$ cat src/rtl/icc_pkg.sv
package icc_pkg;
  localparam int STEPS = 4;
  localparam int S_T0 = 0;
  localparam int S_T1 = 1;
  localparam int S_T2 = 2;
  localparam int S_T3 = 3;

  typedef struct packed {
    logic ar_clr;
    logic ar_ld_pc;
    logic tr_ld;
    logic mem_wr;
    logic pc_clr;
    logic pc_inc;
    logic ir_ld;
    logic dec_en;
    logic sc_clr;
  } icc_ctl_t;
endpackage

$ cat src/rtl/icc_enable.sv
module icc_enable (
  input  logic clk,
  input  logic rst,
  input  logic at_t3,
  input  logic cmd_on,
  input  logic cmd_off,
  input  logic entry_done,
  output logic ien_q
);
  always_ff @(posedge clk) begin
    if (rst) begin
      ien_q <= 1'b0;
    end else if (entry_done) begin
      ien_q <= 1'b0;
    end else if (at_t3) begin
      if (cmd_off) begin
        ien_q <= 1'b0;
      end else if (cmd_on) begin
        ien_q <= 1'b1;
      end
    end
  end

  // a rise needs an on command at step 3 with no off command
  assert_ien_rise_R6: assert property (@(posedge clk) disable iff (rst)
    $rose(ien_q) |-> $past(at_t3 && cmd_on && !cmd_off));
  // a fall comes only from an off command at step 3 or the end of entry
  assert_ien_fall_R3: assert property (@(posedge clk) disable iff (rst)
    $fell(ien_q) |-> $past((at_t3 && cmd_off) || entry_done));
endmodule

$ cat src/rtl/icc_cycle_flag.sv
module icc_cycle_flag (
  input  logic clk,
  input  logic rst,
  input  logic fetch_window,
  input  logic at_t2,
  input  logic ien,
  input  logic request,
  output logic icyc_q
);
  always_ff @(posedge clk) begin
    if (rst) begin
      icyc_q <= 1'b0;
    end else if (icyc_q && at_t2) begin
      icyc_q <= 1'b0;
    end else if (!fetch_window && ien && request) begin
      icyc_q <= 1'b1;
    end
  end

  // the flag is taken only outside steps 0..2 with enable and a request
  assert_take_cond_R5: assert property (@(posedge clk) disable iff (rst)
    $rose(icyc_q) |-> $past(!fetch_window && ien && request));
  // the flag leaves only at step 2 of the entry sequence
  assert_leave_t2_R3: assert property (@(posedge clk) disable iff (rst)
    $fell(icyc_q) |-> $past(at_t2));
  // with enable low the flag never rises
  assert_no_take_off_R7: assert property (@(posedge clk) disable iff (rst)
    (!ien && !icyc_q) |=> !icyc_q);
endmodule

$ cat src/rtl/icc_tr_reg.sv
module icc_tr_reg #(
  parameter int AW = 12,
  parameter int DW = 16
) (
  input  logic          clk,
  input  logic          rst,
  input  logic          ld,
  input  logic [AW-1:0] pc,
  output logic [DW-1:0] tr_q
);
  logic [DW-1:0] pc_ext;
  assign pc_ext = DW'(pc);

  always_ff @(posedge clk) begin
    if (rst) begin
      tr_q <= '0;
    end else if (ld) begin
      tr_q <= pc_ext;
    end
  end

  // the register holds the program counter captured at step 0
  assert_tr_capture_R1: assert property (@(posedge clk) disable iff (rst)
    ld |=> (tr_q == $past(pc_ext)));
  // without a load the stored return address does not move
  assert_tr_hold_R2: assert property (@(posedge clk) disable iff (rst)
    !ld |=> $stable(tr_q));
endmodule

$ cat src/rtl/icc_strobes.sv
module icc_strobes
  import icc_pkg::*;
(
  input  logic             icyc,
  input  logic [STEPS-1:0] t_step,
  output icc_ctl_t         ctl
);
  logic t0, t1, t2;
  assign t0 = t_step[S_T0];
  assign t1 = t_step[S_T1];
  assign t2 = t_step[S_T2];

  always_comb begin
    ctl          = '0;
    ctl.ar_ld_pc = !icyc && t0;
    ctl.ir_ld    = !icyc && t1;
    ctl.dec_en   = !icyc && t2;
    ctl.ar_clr   = icyc && t0;
    ctl.tr_ld    = icyc && t0;
    ctl.mem_wr   = icyc && t1;
    ctl.pc_clr   = icyc && t1;
    ctl.sc_clr   = icyc && t2;
    ctl.pc_inc   = (!icyc && t1) || (icyc && t2);
  end
endmodule

$ cat src/rtl/intr_cycle_ctl.sv
module intr_cycle_ctl
  import icc_pkg::*;
#(
  parameter int AW = 12,
  parameter int DW = 16
) (
  input  logic             clk,
  input  logic             rst,
  input  logic [STEPS-1:0] t_step,
  input  logic             in_flag,
  input  logic             out_flag,
  input  logic             ien_on,
  input  logic             ien_off,
  input  logic [AW-1:0]    pc_in,
  output logic             ar_clr,
  output logic             ar_ld_pc,
  output logic             tr_ld,
  output logic [DW-1:0]    tr_q,
  output logic             mem_wr,
  output logic             pc_clr,
  output logic             pc_inc,
  output logic             ir_ld,
  output logic             dec_en,
  output logic             sc_clr,
  output logic             ien_q,
  output logic             icyc_q
);
  icc_ctl_t ctl;
  logic     fetch_window;

  assign fetch_window = t_step[S_T0] | t_step[S_T1] | t_step[S_T2];

  icc_strobes u_strobes (
    .icyc   (icyc_q),
    .t_step (t_step),
    .ctl    (ctl)
  );

  icc_enable u_enable (
    .clk        (clk),
    .rst        (rst),
    .at_t3      (t_step[S_T3]),
    .cmd_on     (ien_on),
    .cmd_off    (ien_off),
    .entry_done (ctl.sc_clr),
    .ien_q      (ien_q)
  );

  icc_cycle_flag u_flag (
    .clk          (clk),
    .rst          (rst),
    .fetch_window (fetch_window),
    .at_t2        (t_step[S_T2]),
    .ien          (ien_q),
    .request      (in_flag | out_flag),
    .icyc_q       (icyc_q)
  );

  icc_tr_reg #(.AW(AW), .DW(DW)) u_tr (
    .clk  (clk),
    .rst  (rst),
    .ld   (ctl.tr_ld),
    .pc   (pc_in),
    .tr_q (tr_q)
  );

  assign ar_clr   = ctl.ar_clr;
  assign ar_ld_pc = ctl.ar_ld_pc;
  assign tr_ld    = ctl.tr_ld;
  assign mem_wr   = ctl.mem_wr;
  assign pc_clr   = ctl.pc_clr;
  assign pc_inc   = ctl.pc_inc;
  assign ir_ld    = ctl.ir_ld;
  assign dec_en   = ctl.dec_en;
  assign sc_clr   = ctl.sc_clr;

  // the memory write of the entry sequence follows the capture step
  assert_wr_after_cap_R2: assert property (@(posedge clk) disable iff (rst)
    mem_wr |-> $past(tr_ld));
  // after the sequence counter clear, both flags are off
  assert_exit_flags_R3: assert property (@(posedge clk) disable iff (rst)
    sc_clr |=> (!icyc_q && !ien_q));
  // a fetch strobe and an entry strobe never share a cycle
  assert_fetch_excl_R4: assert property (@(posedge clk) disable iff (rst)
    (ar_ld_pc || ir_ld || dec_en) |-> !(ar_clr || mem_wr || sc_clr));
  // timing steps are one-hot or idle
  assert_step_onehot_R5: assert property (@(posedge clk) disable iff (rst)
    $onehot0(t_step));
endmodule

$ cat config.mk
export PLATFORM = sky130hd
export DESIGN_NAME = intr_cycle_ctl
export DESIGN_NICKNAME = d
export VERILOG_FILES = /design/src/rtl/icc_pkg.sv /design/src/rtl/icc_enable.sv /design/src/rtl/icc_cycle_flag.sv /design/src/rtl/icc_tr_reg.sv /design/src/rtl/icc_strobes.sv /design/src/rtl/intr_cycle_ctl.sv
export SDC_FILE = /design/constraint.sdc
export NUM_CORES = 1
export LEC_CHECK = 0
export BUFFER_PORTS_ARGS = -buffer_cell sky130_fd_sc_hd__buf_2
export CORE_MARGIN = 2
export CORE_UTILIZATION = 40
export CTS_CLUSTER_SIZE = 8
export DETAILED_ROUTE_END_ITERATION = 8
export HOLD_SLACK_MARGIN = 0.15
export PLACE_DENSITY = 0.81
export SLEW_MARGIN = 20
export SYNTH_ARGS = -nofsm -noshare
export SYNTH_HDL_FRONTEND = slang
export SYNTH_HIERARCHICAL = 1
export SYNTH_SLANG_ARGS = --single-unit
$ cat constraint.sdc
create_clock -name clk -period 3.2 [get_ports clk]
set_input_delay 0.64 -clock clk [delete_from_list [all_inputs] [get_ports clk]]
set_output_delay 0.64 -clock clk [all_outputs]
set_load 0.005 [all_outputs]
Word-level counts from Yosys, hierarchy flattened
Index checks and enable logic that the tools add are counted.
{ "word_totals": {"ff_bits": 14, "elab_cells": 22, "output_inout_bits": 27} }
{ "classes": {"n_bitwise": 3, "n_reduce_logical": 14, "n_mux": 2} }
{ "ops": {"columns": ["cell", "n"], "rows": [
  ["$logic_and A1 B1 Y1", 8],
  ["$or A1 B1 Y1", 3],
  ["$logic_not A1 Y1", 2],
  ["$mux W1", 2],
  ["$reduce_and A2 Y1", 1],
  ["$reduce_bool A2 Y1", 1],
  ["$reduce_or A2 Y1", 1],
  ["$logic_or A1 B1 Y1", 1]
]} }

Longest topological paths before layout
Gate-level depths: netlist of the first run.
{ "logic_depth": {"ltp_word": 5, "mapped_depth": 4, "depth_no_buf": 3} }

Cells and area by module
Netlist of the first run, hierarchy kept.
{ "by_module_without_submodules": {"columns": ["module", "instances", "seq_area_each_um2", "cells_each", "area_each_um2"], "rows": [
  ["icc_tr_reg", 1, 240.2, 43, 454.2],
  ["icc_strobes", 1, 0.0, 9, 78.8],
  ["icc_cycle_flag", 1, 20.0, 4, 42.5],
  ["icc_enable", 1, 20.0, 3, 35.0],
  ["intr_cycle_ctl", 1, 0.0, 2, 12.5]
]} }

Worst setup path before layout of the first run
No wires, ideal clock.
{ "synth_timing": {"path_kind": "input to output", "startpoint": "in t_step[0]", "endpoint": "out ar_clr", "path_stages": 2, "slack_ps": 1563, "path_buffers": 1, "t_arrival_ps": 997, "path_cell_list": "and2_2 -> buf_4"} }
{ "synth_via": {"elab_chain_cells": 1} }
{ "synth_lines": {"columns": ["item", "line_no", "rtl"], "rows": [
  ["start, declared", "intr_cycle_ctl.sv:9", "input logic [STEPS-1:0] t_step,"],
  ["$logic_and A1 B1 Y1", "icc_strobes.sv:18", "ctl.ar_clr = icyc && t0;"],
  ["end, declared", "intr_cycle_ctl.sv:15", "output logic ar_clr,"]
]} }
No other way between the ends.

Worst setup path in the final report of the first run
{ "layout_timing": {"startpoint": "reg u_flag.icyc_q", "endpoint": "out ar_clr"} }
{ "layout_via": {"elab_chain_cells": 1} }
{ "layout_lines": {"columns": ["item", "line_no", "rtl"], "rows": [
  ["start, declared", "icc_cycle_flag.sv:8", "output logic icyc_q"],
  ["start signal, assigned", "icc_cycle_flag.sv:12", "icyc_q <= 1'b0;"],
  ["start signal, assigned", "icc_cycle_flag.sv:14", "icyc_q <= 1'b0;"],
  ["start signal, assigned", "icc_cycle_flag.sv:16", "icyc_q <= 1'b1;"],
  ["$logic_and A1 B1 Y1", "icc_strobes.sv:18", null]
]} }
No other way between the ends.

==> flow_metrics.env, run 1 <==
export IMPL_yosys_warnings=6
export IMPL_routed_wire_length_per_instance_um=11.33
export IMPL_worstRegToRegCells=3
export IMPL_final_setup_worst_slack_ps=1142
export IMPL_delay_heaviest_family_cp="flip-flops"
export IMPL_rsz_0062_raised_after_global_routing="false"
export IMPL_async_flop_share_pct=0
export IMPL_globalplace_congestion=0.8037
export IMPL_nets_finish=127
export IMPL_setup_violations=0
export IMPL_cap_viol_max_count=0
export IMPL_syn_cell_area_um2=623.1
export IMPL_first_pass_grt_wire_length_um=2063
export IMPL_critical_path_slowest_cell="dfxtp_1"
export IMPL_insertedDiodeCount=0
export IMPL_startpoint_type_of_the_worst_setup_path="flop"
export IMPL_path_class="reg2out"
export IMPL_ys_ff_latch=14
export IMPL_static_leakage_power_nw=0.4244
export IMPL_post_synth_cell_area_avg_um2=10.21
export IMPL_worst_hold_startpoint="u_tr/tr_q[10]"
export IMPL_crit_path_max_incr_delay_ps=490
export IMPL_critPathCaptureType="output pin"
export IMPL_grtUsageTotal_pct=14.68
export IMPL_preCtsSetupSlack_ps=1241
export IMPL_maximum_ir_drop_on_the_vdd_rail_mv=0.2023
export IMPL_areaGrowthSynthToFinish_pct=36.55
export IMPL_die_area_mm2=0.001890
export IMPL_synth_cells_most_frequent="14 x dfxtp_1, 12 x mux2i_1, 12 x nor2_1"
export IMPL_drt_first_iter_violations=3
export IMPL_post_cts_hold_buffer_count=0
export IMPL_dp_hpwl_um=1062
export IMPL_cts_setup_buffers=0
export IMPL_synthMostInstantiatedCell="dfxtp_1"
export IMPL_regToRegSetupSlack_ps=1820
export IMPL_finalMaxSlewViolations=0
export IMPL_post_drt_via_cell_ratio=4.483
export IMPL_final_fill_count=128
export IMPL_synthFlopType="dfxtp_1"
export IMPL_grt_ovfl_total=0
export IMPL_largest_net_degree_at_the_start_of_global_routing=15
export IMPL_htree_levels=1
export IMPL_worst_path_max_fanout=14
export IMPL_path_buf_inv=1
export IMPL_synth_top_cell_area_share_pct=44.98
export IMPL_cts_buffers=3
export IMPL_row_count=14
export IMPL_fin_tns_setup_ps=0
export IMPL_origin_of_the_critical_flop_to_flop_path="u_flag/icyc_q"
export IMPL_drc_errors=0
export IMPL_via_count_of_the_routed_design=538
export IMPL_holdPathEnd="u_tr/tr_q[10]"
export IMPL_seq_area_frac_synth_pct=44.98
export IMPL_die_width_um=43.47
export IMPL_core_region_area_mm2=0.001489
export IMPL_whs_path_depth=2
export IMPL_start_util_pct=41.85
export IMPL_number_of_nets_with_antenna_violations_after_detailed_routing=0
export IMPL_y_dimension_of_the_die_um=43.47
export IMPL_clk_path_buf_depth=2
export IMPL_p_per_area_mw_per_mm2=386.9
export IMPL_port_buffers=44
export IMPL_end_of_the_worst_register_to_register_path="u_tr/tr_q[1]"
export IMPL_cts_resized=0
export IMPL_synth_top_cell_by_area="dfxtp_1"
export IMPL_outcome="finished, final reports clean"
export IMPL_clock_sinks=14
export IMPL_yosys_cell_types_count=16
export IMPL_period_share_pct=64.32
export IMPL_synth_enable_flop_cells=0
export IMPL_multiInputGateArea_um2=294.0
export IMPL_final_hold_viol_count=0
export IMPL_synth_top_cells_by_area="dfxtp_1 45%, mux2i_1 19%, buf_4 7.2%, nor2_1 7.2%, and2b_2 4.2%"
export IMPL_clkTransAtPathRegs_ps=80
export IMPL_achievable_frequency_mhz=485.9
export IMPL_clock_root_buffer="clkbuf_4"
export IMPL_crit_path_cell_chain="and2_2 -> buf_2"
export IMPL_clock_skew_ps=1.812
export IMPL_clock_latency_ps=270
export IMPL_cts_tree="built"
export IMPL_number_of_antenna_violations_at_the_first_check_in_global_routing=0
export IMPL_cp_required_ps=2560
export IMPL_vias_in_the_first_global_route=516
export IMPL_area_sequential_um2=280.3
export IMPL_cp_data_arrival_time_ps=1420
export IMPL_totalWireLength_um=1359
export IMPL_synth_cells=61
export IMPL_type_of_the_tightest_min_delay_check="reg2reg"
export IMPL_post_route_cells_drive_above_1_share_pct=53.85
export IMPL_ios=49
export IMPL_totalPowerFinal_mw=0.3292
export IMPL_detail_route_first_pass_iterations=4
export IMPL_timing_final_crit_period_ps=2058
## logic make-up (layout without fill, tap and decap cells)
family	count (synthesis)	count (layout)	share of synthesized area [%]
multiplexers	13	13	21.69
buffers and inverters	8	48	9.637
AO/OA/AOI/OAI	3	3	3.213
AND/OR/NAND/NOR	22	22	19.88
other	1	4	0.6018
flip-flops	14	14	44.98
## routing by layer
metal | routed length, µm | vias to the layer above | global-route usage (%)
met5 | 0 | - | 0
met4 | 0 | 0 | 9.091
met3 | 47 | 0 | 2.917
met2 | 745 | 11 | 25.67
met1 | 567 | 249 | 16.19
li1 | - | 278 | -
## stage by stage
| step | hold WS [ps] | cell area [µm²] | util, % | cells |
|---|---|---|---|---|
| floorplan | 485.0 | 634.4 | - | 64 |
| global placement | 469.0 | 814.5 | 54.71 | 116 |
| detailed placement | 481.3 | 814.5 | 54.71 | 116 |
| CTS | 500.8 | 850.8 | 57.14 | 120 |
| global route | 529.6 | 850.8 | 57.14 | 120 |
| finish | 498.7 | 850.8 | 57.14 | 120 |
## how the worst max path moves through the flow
stage,start,endpoint,slack (ps),cells after the start
floorplan,t_step[0],ar_clr,1560,2
finish,u_flag/icyc_q,ar_clr,1140,2
global placement,t_step[0],tr_ld,1260,3
CTS,u_flag/icyc_q,ar_clr,1160,2
detailed placement,t_step[0],ar_clr,1240,3
global route,u_flag/icyc_q,tr_ld,1070,2
## worst register-to-register path, stage by stage, from the launching register on
cell and delay (ps):
dfxtp_1 490, and2_2 470, mux2i_1 260, nor2_1 60
## state kept, by name (all words and copies together), names as in the netlist
signal / cells
u_flag/icyc_q: 1
u_tr/tr_q: 12
u_enable/ien_q: 1
## cells in the final DEF, fill, tap and decap left out
master and n:
clkbuf_8 1, nor2_1 12, clkbuf_4 3, buf_2 44
nand2b_1 1, nand4bb_1 1, and2b_2 3, or2_2 1
or3_1 1, mux2_4 1, a21oi_1 2, a2111oi_1 1
and2_2 3, conb_1 4, mux2i_1 12, dfxtp_1 14
## area by class of cell
cell class	instances	share of cell area, %
clock buffers	4	4.265
repair buffers	44	25.88
multi-input cells	42	34.56
flip-flops and latches	14	32.94
well taps	16	2.353
## where the power goes
group	internal (mW)	leakage [nW]	switching, mW	total, mW
registers	0.175	0.113	0.000899	0.176
clock network	0.0691	0.0210	0.0548	0.124
logic	0.0168	0.291	0.0124	0.0292
total	0.261	0.424	0.0681	0.329
Power figures use the tool's default switching activity.
==> run 2: changes to the inputs <==
--- a/config.mk
+++ b/config.mk
@@ -7,11 +7,11 @@
 export LEC_CHECK = 0
 export BUFFER_PORTS_ARGS = -buffer_cell sky130_fd_sc_hd__buf_2
 export CORE_MARGIN = 2
-export CORE_UTILIZATION = 40
+export CORE_UTILIZATION = 34
 export CTS_CLUSTER_SIZE = 8
 export DETAILED_ROUTE_END_ITERATION = 8
 export HOLD_SLACK_MARGIN = 0.15
-export PLACE_DENSITY = 0.81
+export PLACE_DENSITY = 0.74
 export SLEW_MARGIN = 20
 export SYNTH_ARGS = -nofsm -noshare
 export SYNTH_HDL_FRONTEND = slang
==> constraint.sdc (replaced) <==
create_clock -name clk -period 1.8 [get_ports clk]
set_input_delay 0.36 -clock clk [delete_from_list [all_inputs] [get_ports clk]]
set_output_delay 0.36 -clock clk [all_outputs]
set_load 0.005 [all_outputs]
==> flow_metrics.env, run 2 (synthesized netlist as in run 1, its figures left out) <==
export IMPL_power_share_combinational_pct=8.7
export IMPL_die_width_um=46.81
export IMPL_maximum_ir_drop_on_the_vdd_rail_mv=0.4240
export IMPL_clock_root_buffer="clkbuf_4"
export IMPL_clock_sinks=14
export IMPL_final_hold_viol_count=0
export IMPL_cts_tree="built"
export IMPL_p_per_area_mw_per_mm2=676.5
export IMPL_p_switching_mw=0.1238
export IMPL_clkTransAtPathRegs_ps=80
export IMPL_finalMaxSlewViolations=0
export IMPL_grt_ovfl_total=0
export IMPL_outcome="finished, final reports clean"
export IMPL_internal_power_mw=0.4644
export IMPL_cts_setup_buffers=0
export IMPL_first_pass_grt_wire_length_um=2070
export IMPL_design_area_um2=869.6
export IMPL_number_of_antenna_violations_at_the_first_check_in_global_routing=0
export IMPL_die_area_mm2=0.002191
export IMPL_ios=49
export IMPL_rsz_0062_raised_after_global_routing="false"
export IMPL_dp_hpwl_um=1123
export IMPL_achievable_frequency_mhz=590.3
export IMPL_cts_buffers=3
export IMPL_htree_levels=1
export IMPL_static_leakage_power_nw=0.4299
export IMPL_layout_cells_most_common="buf_2"
export IMPL_largest_net_degree_at_the_start_of_global_routing=15
export IMPL_vias_in_the_first_global_route=509
export IMPL_cp_required_ps=1440
export IMPL_via_count_of_the_routed_design=541
export IMPL_port_buffers=44
export IMPL_power_share_switching_pct=21.05
export IMPL_startpoint_type_of_the_worst_setup_path="flop"
export IMPL_worst_path_max_fanout=12
export IMPL_core_region_area_mm2=0.001727
export IMPL_clk_path_buf_depth=2
export IMPL_totalWireLength_um=1389
export IMPL_drt_first_iter_violations=6
export IMPL_final_util_pct=50.36
export IMPL_detail_route_first_pass_iterations=4
export IMPL_clock_latency_ps=280
export IMPL_post_cts_hold_buffer_count=0
export IMPL_y_dimension_of_the_die_um=46.81
export IMPL_areaGrowthSynthToFinish_pct=39.56
export IMPL_final_fill_count=168
export IMPL_area_sequential_um2=280.3
export IMPL_routed_wire_length_per_instance_um=10.68
export IMPL_cap_viol_max_count=0
export IMPL_insertedDiodeCount=0
export IMPL_post_drt_via_cell_ratio=4.162
export IMPL_grtUsageTotal_pct=13.18
export IMPL_timing_final_crit_period_ps=1694
export IMPL_row_count=15
export IMPL_final_cell_mix="44 x buf_2, 14 x dfxtp_1, 12 x mux2i_1, 12 x nor2_1, 4 x conb_1"
export IMPL_path_class="reg2out"
export IMPL_share_clk_of_total_power_pct=38.1
export IMPL_setup_violations=0
export IMPL_cts_resized=0
export IMPL_registers_top_by_ff_count="u_tr/tr_q"
export IMPL_post_route_cells_drive_above_1_share_pct=54.29
export IMPL_clock_skew_ps=0.4392
export IMPL_multiInputGateArea_um2=294.0
export IMPL_critPathCaptureType="output pin"
export IMPL_number_of_nets_with_antenna_violations_after_detailed_routing=0
export IMPL_fin_tns_setup_ps=0
export IMPL_cp_data_arrival_time_ps=1330
export IMPL_globalplace_congestion=0.6537
export IMPL_cell_area_placed_um2=833.3
export IMPL_start_util_pct=36.09
export IMPL_power_frac_seq_pct=53.2
export IMPL_period_share_pct=94.12
export IMPL_type_of_the_tightest_min_delay_check="in2reg"
export IMPL_totalPowerFinal_mw=0.5883
export IMPL_nets_finish=128
export IMPL_largest_registers="u_tr/tr_q x12, u_enable/ien_q x1, u_flag/icyc_q x1"
export IMPL_largest_reg_flops=12
export IMPL_drc_errors=0
-- run 2: cell type report --
class,instances,area share (%)
multi-input cells,42,33.81
flip-flops and latches,14,32.23
repair buffers,45,26.19
clock buffers,4,4.173
well taps,25,3.597
-- run 2: final timing paths --
path	startpoint	to	slack, ps	cells after the start
worst max register to register	u_flag/icyc_q	u_tr/tr_q[0]	340	4
worst min-delay path	ien_off	u_enable/ien_q	260	2
worst max-delay path	u_flag/icyc_q	tr_ld	110	2
worst min register to register	u_tr/tr_q[3]	u_tr/tr_q[3]	490	2
-- run 2: routing by layer --
layer / routed length, µm / share of wire [%] / vias to the layer above / track usage [%]
li1: - / - / 281 / -
met1: 535 / 39 / 248 / 15.88
met2: 821 / 59 / 12 / 22.74
met3: 32 / 2.3 / 0 / 1.154
met4: 0 / 0 / 0 / 7.778
met5: 0 / 0 / - / 0
-- run 2: worst max-delay path: stages, from the launching register on --
cell     delay (ps)
dfxtp_1         470
and2_2          400
buf_2           180
-- run 2: through the flow --
step,hold slack [ps],setup WS (ps),cells
2_1_floorplan,429.1,598.7,64
3_3_place_gp,468.4,439.6,126
3_5_place_dp,476.9,379.1,126
4_1_cts,248.6,88.08,130
5_1_grt,259.0,24.68,130
6_report,259.3,105.9,130
-- run 2: power by group through the flow --
stage          Clock (mW)  Sequential, mW  Combinational, mW
3_3_place_gp            0           0.320             0.0508
6_report            0.224           0.313             0.0511
5_1_grt             0.242           0.314             0.0581
3_5_place_dp            0           0.320             0.0516
4_1_cts             0.234           0.313             0.0517
2_1_floorplan           0           0.321             0.0245
